File: src/rtl/dmem_stage_pkg.sv
package dmem_stage_pkg;
  localparam int unsigned XLEN  = 32;
  localparam int unsigned BYTES = XLEN / 8;
  localparam int unsigned TAG_W = 8;

  typedef struct packed {
    logic             ld;
    logic             st;
    logic             early_br;
    logic             late_br;
    logic [XLEN-1:0]  addr;
    logic [XLEN-1:0]  sdata;
    logic [XLEN-1:0]  target;
    logic [TAG_W-1:0] tag;
  } uop_t;

  typedef struct packed {
    uop_t            uop;
    logic [XLEN-1:0] ldata;
  } res_t;
endpackage

File: src/rtl/dmem_uop_fifo.sv
module dmem_uop_fifo
  import dmem_stage_pkg::*;
#(
  parameter int unsigned DEPTH = 4
) (
  input  logic clk,
  input  logic rst_n,
  input  logic push,
  input  uop_t push_data,
  output logic push_ready,
  input  logic pop,
  output logic head_valid,
  output uop_t head
);
  localparam int unsigned PTR_W = (DEPTH > 1) ? $clog2(DEPTH) : 1;
  localparam int unsigned CNT_W = $clog2(DEPTH + 1);
  localparam logic [PTR_W-1:0] LAST = PTR_W'(DEPTH - 1);
  localparam logic [CNT_W-1:0] FULL = CNT_W'(DEPTH);

  uop_t             slot_q [DEPTH];
  logic [PTR_W-1:0] wr_q, wr_n, rd_q, rd_n;
  logic [CNT_W-1:0] cnt_q, cnt_n;
  logic             do_push, do_pop;

  assign push_ready = (cnt_q != FULL);
  assign head_valid = (cnt_q != '0);
  assign head       = slot_q[rd_q];
  assign do_push    = push && push_ready;
  assign do_pop     = pop && head_valid;

  always_comb begin
    wr_n  = wr_q;
    rd_n  = rd_q;
    cnt_n = cnt_q;
    if (do_push) wr_n = (wr_q == LAST) ? '0 : wr_q + 1'b1;
    if (do_pop)  rd_n = (rd_q == LAST) ? '0 : rd_q + 1'b1;
    if (do_push && !do_pop)      cnt_n = cnt_q + 1'b1;
    else if (do_pop && !do_push) cnt_n = cnt_q - 1'b1;
  end

  always_ff @(posedge clk or negedge rst_n) begin
    if (!rst_n) begin
      wr_q  <= '0;
      rd_q  <= '0;
      cnt_q <= '0;
    end else begin
      wr_q  <= wr_n;
      rd_q  <= rd_n;
      cnt_q <= cnt_n;
    end
  end

  always_ff @(posedge clk) begin
    if (do_push) slot_q[wr_q] <= push_data;
  end
endmodule

File: src/rtl/dmem_access_ctl.sv
module dmem_access_ctl
  import dmem_stage_pkg::*;
(
  input  logic            head_valid,
  input  uop_t            head,
  input  logic            out_space,
  input  logic            rsp_hit,
  input  logic [XLEN-1:0] rsp_rdata,
  output logic            req_valid,
  output logic            req_store,
  output logic [XLEN-1:0] req_addr,
  output logic [XLEN-1:0] req_wdata,
  output logic            advance,
  output logic            redir_valid,
  output logic [XLEN-1:0] redir_pc,
  output res_t            result
);
  logic            needs_mem;
  logic [XLEN-1:0] ldata_w;

  assign needs_mem = head.ld || head.st;
  assign req_valid = head_valid && needs_mem && out_space;
  assign req_store = head.st;
  assign req_addr  = head.addr;

  for (genvar k = 0; k < BYTES; k++) begin : g_lane
    assign req_wdata[8*k +: 8] = head.sdata[8*k +: 8];
    assign ldata_w[8*k +: 8]   = head.ld ? rsp_rdata[8*k +: 8] : 8'h00;
  end

  assign advance     = head_valid && out_space && (!needs_mem || rsp_hit);
  assign redir_valid = advance && head.late_br;
  assign redir_pc    = head.target;

  always_comb begin
    result.uop   = head;
    result.ldata = ldata_w;
  end
endmodule

File: src/rtl/dmem_out_reg.sv
module dmem_out_reg
  import dmem_stage_pkg::*;
(
  input  logic clk,
  input  logic rst_n,
  input  logic in_valid,
  input  res_t in_data,
  input  logic dn_ready,
  output logic out_space,
  output logic dn_valid,
  output res_t dn_data
);
  logic valid_q, valid_n, load_en;
  res_t data_q;

  assign out_space = !valid_q || dn_ready;
  assign load_en   = out_space && in_valid;

  always_comb begin
    valid_n = valid_q;
    if (out_space) valid_n = in_valid;
  end

  always_ff @(posedge clk or negedge rst_n) begin
    if (!rst_n) valid_q <= 1'b0;
    else        valid_q <= valid_n;
  end

  always_ff @(posedge clk) begin
    if (load_en) data_q <= in_data;
  end

  assign dn_valid = valid_q;
  assign dn_data  = data_q;
endmodule

File: src/rtl/dmem_stage.sv
module dmem_stage
  import dmem_stage_pkg::*;
#(
  parameter int unsigned DEPTH = 4
) (
  input  logic             clk,
  input  logic             rst_n,
  input  logic             up_valid,
  output logic             up_ready,
  input  logic             up_ld,
  input  logic             up_st,
  input  logic             up_early_br,
  input  logic             up_late_br,
  input  logic [XLEN-1:0]  up_addr,
  input  logic [XLEN-1:0]  up_sdata,
  input  logic [XLEN-1:0]  up_target,
  input  logic [TAG_W-1:0] up_tag,
  output logic             mreq_valid,
  output logic             mreq_store,
  output logic [XLEN-1:0]  mreq_addr,
  output logic [XLEN-1:0]  mreq_wdata,
  input  logic             mrsp_hit,
  input  logic [XLEN-1:0]  mrsp_rdata,
  output logic             redir_valid,
  output logic [XLEN-1:0]  redir_pc,
  output logic             dn_valid,
  input  logic             dn_ready,
  output logic             dn_ld,
  output logic             dn_st,
  output logic             dn_early_br,
  output logic             dn_late_br,
  output logic [XLEN-1:0]  dn_addr,
  output logic [XLEN-1:0]  dn_sdata,
  output logic [XLEN-1:0]  dn_target,
  output logic [TAG_W-1:0] dn_tag,
  output logic [XLEN-1:0]  dn_ldata
);
  uop_t in_uop, head;
  res_t result, dn_res;
  logic head_valid, advance, out_space;

  always_comb begin
    in_uop.ld       = up_ld;
    in_uop.st       = up_st;
    in_uop.early_br = up_early_br;
    in_uop.late_br  = up_late_br;
    in_uop.addr     = up_addr;
    in_uop.sdata    = up_sdata;
    in_uop.target   = up_target;
    in_uop.tag      = up_tag;
  end

  dmem_uop_fifo #(.DEPTH(DEPTH)) i_fifo (
    .clk        (clk),
    .rst_n      (rst_n),
    .push       (up_valid),
    .push_data  (in_uop),
    .push_ready (up_ready),
    .pop        (advance),
    .head_valid (head_valid),
    .head       (head)
  );

  dmem_access_ctl i_ctl (
    .head_valid  (head_valid),
    .head        (head),
    .out_space   (out_space),
    .rsp_hit     (mrsp_hit),
    .rsp_rdata   (mrsp_rdata),
    .req_valid   (mreq_valid),
    .req_store   (mreq_store),
    .req_addr    (mreq_addr),
    .req_wdata   (mreq_wdata),
    .advance     (advance),
    .redir_valid (redir_valid),
    .redir_pc    (redir_pc),
    .result      (result)
  );

  dmem_out_reg i_out (
    .clk       (clk),
    .rst_n     (rst_n),
    .in_valid  (advance),
    .in_data   (result),
    .dn_ready  (dn_ready),
    .out_space (out_space),
    .dn_valid  (dn_valid),
    .dn_data   (dn_res)
  );

  assign dn_ld       = dn_res.uop.ld;
  assign dn_st       = dn_res.uop.st;
  assign dn_early_br = dn_res.uop.early_br;
  assign dn_late_br  = dn_res.uop.late_br;
  assign dn_addr     = dn_res.uop.addr;
  assign dn_sdata    = dn_res.uop.sdata;
  assign dn_target   = dn_res.uop.target;
  assign dn_tag      = dn_res.uop.tag;
  assign dn_ldata    = dn_res.ldata;
endmodule

File: config.mk
export PLATFORM = sky130hd
export DESIGN_NAME = dmem_stage
export DESIGN_NICKNAME = d
export VERILOG_FILES = /design/src/rtl/dmem_stage_pkg.sv /design/src/rtl/dmem_uop_fifo.sv /design/src/rtl/dmem_access_ctl.sv /design/src/rtl/dmem_out_reg.sv /design/src/rtl/dmem_stage.sv
export SDC_FILE = /design/constraint.sdc
export NUM_CORES = 1
export LEC_CHECK = 0
export BUFFER_PORTS_ARGS = -buffer_cell sky130_fd_sc_hd__clkbuf_2
export CAP_MARGIN = 20
export CORE_ASPECT_RATIO = 2
export CORE_MARGIN = 4
export CORE_UTILIZATION = 50
export DETAILED_ROUTE_END_ITERATION = 8
export GPL_ROUTABILITY_DRIVEN = 0
export GPL_TIMING_DRIVEN = 0
export HOLD_SLACK_MARGIN = 0.12
export PLACE_DENSITY = 0.76
export SYNTH_ARGS = -nofsm -noshare
export SYNTH_HDL_FRONTEND = slang
export SYNTH_SLANG_ARGS = --single-unit
export TNS_END_PERCENT = 1
File: constraint.sdc
create_clock -name clk -period 4.1 [get_ports clk]
set_input_delay 1.23 -clock clk [delete_from_list [all_inputs] [get_ports clk]]
set_output_delay 1.23 -clock clk [all_outputs]
set_load 0.05 [all_outputs]
==> metrics.md, run 1 <==
| Metric | Value |
|---|---|
| Outcome | `completed` |
| Synth cell types | `26` |
| Gr usage total | `18.5%` |
| Most used routing layer | `met2` |
| RSZ-0062 raised after global routing | `no` |
| Dpl cells | `1815` |
| #FFs+latches synth | `580` |
| HP Class | `flip-flop to flip-flop` |
| Sequential element share of the synthesized area | `82.1%` |
| Num ports | `386` |
| Vias in the first global route | `10500` |
| Area of the multi-input gates | `2950 µm²` |
| Final core occ | `61.2%` |
| Synth top area cells | `edfxtp_1, mux4_2, buf_4` |
| CP endpoint kind | `primary output` |
| Pins Over Slew Limit | `0` |
| Post-synth EDFFs | `572` |
| DRT Pass-1 Iters | `5` |
| H-tree depth | `2` |
| Post-CTS setup buffer count | `0` |
| Worst setup path endpoint | `mreq_addr[0]` |
| Reg-to-reg endpoint | `i_out.dn_data[33]` |
| Slew headroom | `52.2%` |
| Critical path required time | `2.87 ns` |
| Rows | `106` |
| Layout Skew | `0.0233 ns` |
| CP peak stage delay | `0.59 ns` |
| Grt met2 use | `33.8%` |
| Setup violators final | `0` |
| Largest net degree at the start of global routing | `53` |
| Post-synth ARST share | `1.38%` |
| Startpoint Class | `flip-flop` |
| Worst r2r path cells | `7` |
| Most frequent CP cell | `buf_4` |
| Buffers on Ports | `385` |
| CTS tree | `yes` |
| Top FF cell, synth | `edfxtp_1` |
| Die H | `299 µm` |
| Worst-Skew Late Latency | `0.56 ns` |
| Final period util | `96.3%` |
| Post-route ant nets | `0` |
| Cell depth of the worst setup path | `6` |
| Minimum clock period | `3.95 ns` |
| Cells after Synth | `879` |
| Starting Density | `50.6%` |
| FMAX | `253 MHz` |
| Drt drc | `0` |
| Net Count, Synth | `1031` |
| CTS buffer count | `47` |
| Aggregate routed wire length | `42800 µm` |
| R2R Setup Slk | `1.04 ns` |
| Total grt overflow | `0` |
| WS Path Type | `flip-flop to primary output` |
| Syn. warnings | `0` |
| Hold_buf cts | `0` |
| Core area | `41800 µm²` |
| Delay-heaviest family, CP | `buffers and inverters` |
| Initial antenna violation count | `9` |
| Top cell type's share of synthesized area | `81.2%` |
| Sequential Area | `17400 µm²` |
| Met3 Use GR | `3.71%` |
| Max clock buf depth | `3` |
| Critical Path AT | `2.72 ns` |
| CTS Root Buffer Type | `clkbuf_16` |
| DR iter-0 viols | `546` |
| CP max FO | `10` |
| First-pass GRT wire length | `64600 µm` |
| WP buf/inv | `5` |
| Slowest library cell on the worst path | `mux4_2` |
| Detailed-route via count | `9830` |
| Crit-path cells | `buf_6, buf_4, buf_4, mux4_2, buf_4, clkbuf_2` |
| Clock Sinks | `580` |
| DP HPWL | `29900 µm` |
| Synth-to-layout area growth | `20.9%` |
| Met1 GRT Util | `21.5%` |
| Max Cap Viol | `0` |
| Worst hold slack | `0.497 ns` |
| Synthesized area | `21200 µm²` |
| Slew of the pin with the lowest slew margin | `0.716 ns` |
| Syn_area_per_cell | `24.1 µm²` |
| Fin. Hold Viols | `0` |
| Die area | `45900 µm²` |
| Die width | `153 µm` |
| Vias/cell | `5.16` |
| Layout cells sized above 1 | `51.3%` |
| R2R Path Start | `i_fifo.rd_q[1]` |
| Wirelength per Cell | `22.4 µm` |
| Area leader, netlist | `edfxtp_1` |
| Critical Path Start | `i_fifo.rd_q[0]` |
| Post-Layout Cell Count | `1906` |
| Nets@finish | `1476` |
| Fill count | `2905` |
| Reg clk slew, reported paths | `0.06 ns` |
synthesized netlist by cell type (2+ instances only):
cell and instances:
mux4_2 107, nor2_1 4, ha_1 6, mux2_2 3, and3_1 4, mux2_4 2
buf_2 12, buf_1 3, edfxtp_1 572, nand2_1 2, clkbuf_1 10, and2_1 33
buf_4 97, dfrtp_1 8, xor2_1 2, inv_1 4
worst min-delay path by stage:
stage	start	to	slack, ns	cells after the start
global route	rst_n	i_fifo.cnt_q[1]	0.52	1
global placement	i_fifo.cnt_q[2]	i_fifo.cnt_q[2]	0.49	1
detailed placement	i_fifo.cnt_q[2]	i_fifo.cnt_q[2]	0.49	1
CTS	rst_n	i_out.dn_valid	0.50	1
finish	i_fifo.cnt_q[2]	i_fifo.cnt_q[2]	0.50	1
floorplan	i_fifo.cnt_q[2]	i_fifo.cnt_q[2]	0.46	1
routing by layer:
layer  routed length, µm  vias to the layer above
met1               14800                     4972
met3                2740                       89
met5                  55                        -
met4                1510                        8
met2               23700                      376
li1                    -                     4385
layout by cell type, fill, tap and decap left out:
| master | synthesis | final |
|---|---|---|
| o21ai_4 | 0 | 1 |
| mux2_2 | 3 | 3 |
| nor2b_1 | 1 | 1 |
| and3_4 | 0 | 4 |
| clkbuf_16 | 0 | 49 |
| xnor2_1 | 1 | 1 |
| nand2b_4 | 0 | 1 |
| fa_1 | 1 | 1 |
| clkbuf_2 | 0 | 388 |
| nand2_1 | 2 | 2 |
| clkinv_1 | 0 | 8 |
| edfxtp_1 | 572 | 572 |
| buf_2 | 12 | 9 |
| buf_16 | 0 | 6 |
| o31a_1 | 1 | 1 |
| buf_4 | 97 | 100 |
| clkbuf_4 | 0 | 1 |
| buf_6 | 1 | 2 |
| buf_1 | 3 | 1 |
| xor2_1 | 2 | 2 |
| nor2_1 | 4 | 4 |
| dfrtp_1 | 8 | 8 |
| ha_1 | 6 | 6 |
| nor2_2 | 1 | 1 |
| and2_1 | 33 | 33 |
| mux2_4 | 2 | 2 |
| inv_1 | 4 | 3 |
| mux4_1 | 1 | 1 |
| diode_2 | 0 | 5 |
| bufinv_16 | 0 | 3 |
| mux4_2 | 107 | 107 |
| clkinvlp_4 | 0 | 5 |
| and2b_1 | 1 | 1 |
| clkbuf_1 | 10 | 18 |
| buf_12 | 0 | 5 |
| clkinv_2 | 0 | 11 |
per-stage QoR:
stage          area (µm²)  TNS, ns  worst slack, ns
6_report            25600        0            0.154
5_1_grt             25600        0           0.0100
4_1_cts             25600        0           0.0225
3_5_place_dp        24100        0            0.255
3_3_place_gp        23800  -952.38            -2.40
2_1_floorplan       21200   -50.67           -0.143
timing repair:
action / CTS / global route
setup endpoints to repair: 41 / 14
endpoints found under the hold margin: 0 / 0
cloned: 0 / 0
resized for setup: 9 / 2
sequential cells by signal (all words and copies together), names as in the netlist:
register,flops
i_out.dn_data,140
i_fifo.rd_q,2
i_fifo.slot_q,432
i_fifo.cnt_q,3
i_fifo.wr_q,2
i_out.dn_valid,1
kinds of logic after synthesis:
kind of cell               Yosys count  share of synthesized area (%)
AOI/OAI and AO/OA                    2                         0.0828
xor gates and xnor gates             3                          0.124
adders and majority gates            7                          0.449
buffers and inverters              127                           4.08
DFF                                580                           82.1
muxes                              113                           11.8
and+or+nand+nor                     47                           1.32
final cells by class:
| class | instances | area share, % |
|---|---|---|
| Tap cell | 540 | 2.64 |
| Clock inverter | 26 | 0.802 |
| Timing Repair Buffer | 396 | 8.57 |
| Buffer | 123 | 3.41 |
| Clock buffer | 60 | 4.96 |
| Inverter | 4 | 0.0734 |
| Antenna cell | 5 | 0.0489 |
| Sequential cell | 580 | 67.9 |
| Multi-Input combinational cell | 172 | 11.6 |
Power of run 1 is left out: the tool's default activity adds up to more than one toggle a clock period on the data nets, which glitch-free logic cannot reach.
==> run 2, diff against run 1 <==
ABC_AREA = 1   (was default)
==> metrics.md, run 2 <==
| Metric | Value |
|---|---|
| CP peak stage delay | `0.41 ns` |
| Reg-to-reg endpoint | `i_out.dn_data[61]` |
| Top cell type's share of synthesized area | `79.5%` |
| Largest net degree at the start of global routing | `51` |
| Fill count | `3153` |
| Area leader, netlist | `edfxtp_1` |
| Multiplexer share of the synthesized area | `0%` |
| Setup violators final | `0` |
| Nets@finish | `2021` |
| Final core occ | `61.5%` |
| Post-route ant nets | `0` |
| CP max FO | `10` |
| Post-synthesis compound-gate area fraction | `8.11%` |
| Post-synth ARST share | `1.38%` |
| Detailed-route via count | `13100` |
| Drt drc | `0` |
| Minimum clock period | `4.00 ns` |
| Synth top area cells | `edfxtp_1, o21ai_0, nor2_1` |
| Synth cell types | `28` |
| Initial antenna violation count | `7` |
| Delay-heaviest family, CP | `buffers and inverters` |
| Top sig layer | `met4` |
| Die width | `155 µm` |
| FMAX | `250 MHz` |
| WP buf/inv | `5` |
| Most common cell after layout, fill and taps aside | `edfxtp_1` |
| Synth-to-layout area growth | `21.5%` |
| Vias in the first global route | `13700` |
| Sequential Area | `17400 µm²` |
| Area of the multi-input gates | `3000 µm²` |
| Synth Area in XOR/XNOR | `0.0811%` |
| Count leader, synth | `edfxtp_1` |
| Crit-path cells | `inv_2, buf_2, clkbuf_1, o21ai_0, o22ai_1, buf_4, clkbuf_2` |
| R2R Setup Slk | `1.55 ns` |
| Slowest library cell on the worst path | `dfrtp_1` |
| Net Count, Synth | `1568` |
| CTS Root Buffer Type | `clkbuf_16` |
| Post-Synth Simple-Gate Area | `5.12%` |
| Top reg by flops | `i_fifo.slot_q` |
| Largest register FFs | `432` |
| #FFs+latches synth | `580` |
| Aggregate routed wire length | `53100 µm` |
| Sequential element share of the synthesized area | `80.4%` |
| DP HPWL | `37000 µm` |
| Starting Density | `50.6%` |
| Die H | `302 µm` |
| Cells after Synth | `1416` |
| Worst-Skew Late Latency | `0.55 ns` |
| Reg clk slew, reported paths | `0.07 ns` |
| Worst r2r path cells | `10` |
| Setup TNS | `0 ns` |
| R2R Path Start | `i_fifo.rd_q[0]` |
| Total grt overflow | `0` |
| Critical Path AT | `2.77 ns` |
| H-tree depth | `2` |
| Gr usage total | `21.8%` |
| Slew of the pin with the lowest slew margin | `0.971 ns` |
| Post-synth top cells | `edfxtp_1, nor2_1, o21ai_0` |
| Synthesized area | `21600 µm²` |
| Rows | `107` |
| Wirelength per Cell | `21.6 µm` |
| Layout Skew | `0.0167 ns` |
| DR iter-0 viols | `918` |
| Pins Over Slew Limit | `0` |
| RSZ-0062 raised after global routing | `yes` |
| DRT Pass-1 Iters | `5` |
| Vias/cell | `5.34` |
| CP endpoint kind | `primary output` |
| Top FF cell, synth | `edfxtp_1` |
| Layout cells sized above 1 | `32.8%` |
| First-pass GRT wire length | `78000 µm` |
| Post-synth EDFFs | `572` |
| Max Cap Viol | `0` |
| Syn. warnings | `0` |
| Syn_area_per_cell | `15.3 µm²` |
| Metal-1 WL | `18600 µm` |
| Slew headroom | `35.1%` |
| Startpoint Class | `flip-flop` |
| Critical path required time | `2.87 ns` |
| Met2 WL | `29400 µm` |
| WS Path Type | `flip-flop to primary output` |
| Post-CTS setup buffer count | `0` |
| HP Class | `input port to asynchronous set/reset pin` |
| Hold_buf cts | `0` |
| Outcome | `completed` |
| Core area | `42700 µm²` |
| Post-Synth Adder-Cell Area | `0.440%` |
| Clock Sinks | `580` |
| Commonest cells after routing, fill and taps aside | `edfxtp_1, clkbuf_2, nor2_1, o21ai_0, o22ai_1` |
| Final period util | `97.5%` |
| Routed length on met3 | `3200 µm` |
| CTS tree | `yes` |
| Buffers on Ports | `385` |
| Die area | `46800 µm²` |
| Max clock buf depth | `3` |
| CTS buffer count | `47` |
| Largest family of logic cells by synthesized area | `compound AO/OA/AOI/OAI gates` |
| Num ports | `386` |
| Fin. Hold Viols | `0` |
==> run 2: cell count changes in the layout (fill, tap and decap cells not counted), moves of 7 or more <==
cell,change
nor2_1,+242
o21ai_0,+211
mux4_2,-107
o22ai_1,+105
inv_1,+45
and2_1,-32
buf_2,+19
clkbuf_1,+19
nand2_1,+17
buf_12,+12
nand3_1,+8
clkinv_2,-7
==> run 2: metal layers <==
metal / track usage (%) / up-vias
met2: 41.3 / 513
met1: 24.3 / 6464
met4: 9.01 / 0
li1: - / 6044
met5: 0 / -
met3: 3.06 / 108
==> run 2: final cells by class <==
type / count / area share [%]
clock buffer: 52 / 4.55
buffer: 169 / 4.09
tap: 545 / 2.60
clock inverter: 34 / 1.47
sequential: 580 / 66.2
timing repair buffer: 404 / 8.84
antenna: 8 / 0.0762
inverter: 51 / 0.753
multi-input combinational: 616 / 11.4
==> run 2: worst max-delay path by stage <==
stage	from	endpoint	depth (start not counted)
floorplan	up_valid	i_fifo.slot_q[3][0]	2
global placement	up_valid	i_fifo.slot_q[0][63]	3
detailed placement	dn_ready	redir_valid	6
CTS	i_fifo.rd_q[1]	mreq_addr[2]	7
global route	i_fifo.rd_q[1]	mreq_wdata[20]	7
finish	i_fifo.rd_q[1]	mreq_wdata[20]	7
==> run 2: through the flow <==
stage | hold slack (ns) | setup slack [ns] | cells | area (µm²)
floorplan | 0.503 | -0.563 | 1416 | 21600
global placement | 0.516 | -2.97 | 2346 | 24200
detailed placement | 0.547 | 0.382 | 2365 | 24600
CTS | 0.511 | 0.00664 | 2451 | 26200
global route | 0.533 | -0.0271 | 2456 | 26200
finish | 0.532 | 0.103 | 2459 | 26300
==> run 2: kinds of logic (layout without fill, tap and decap cells) <==
group | Yosys count | after routing
compound gates | 323 | 323
xor+xnor | 2 | 2
fa+ha+maj | 7 | 7
buf+inv | 220 | 710
flops | 580 | 580
other cells | 0 | 8
simple gates | 284 | 284
==> run 2: timing repair <==
item / 4_1_cts / 5_1_grt
endpoints found under the hold margin: 0 / 0
endpoints found under the setup margin: 11 / 17
gates resized for setup: 2 / 6
==> run 2: worst reg2reg max path: cells and delay by family (launching register included) <==
kind / cells / cell delay (ns)
flops: 1 / 0.42
simple gates: 6 / 0.56
buf+inv: 4 / 1.28
Power of run 2 is left out for the same reason.
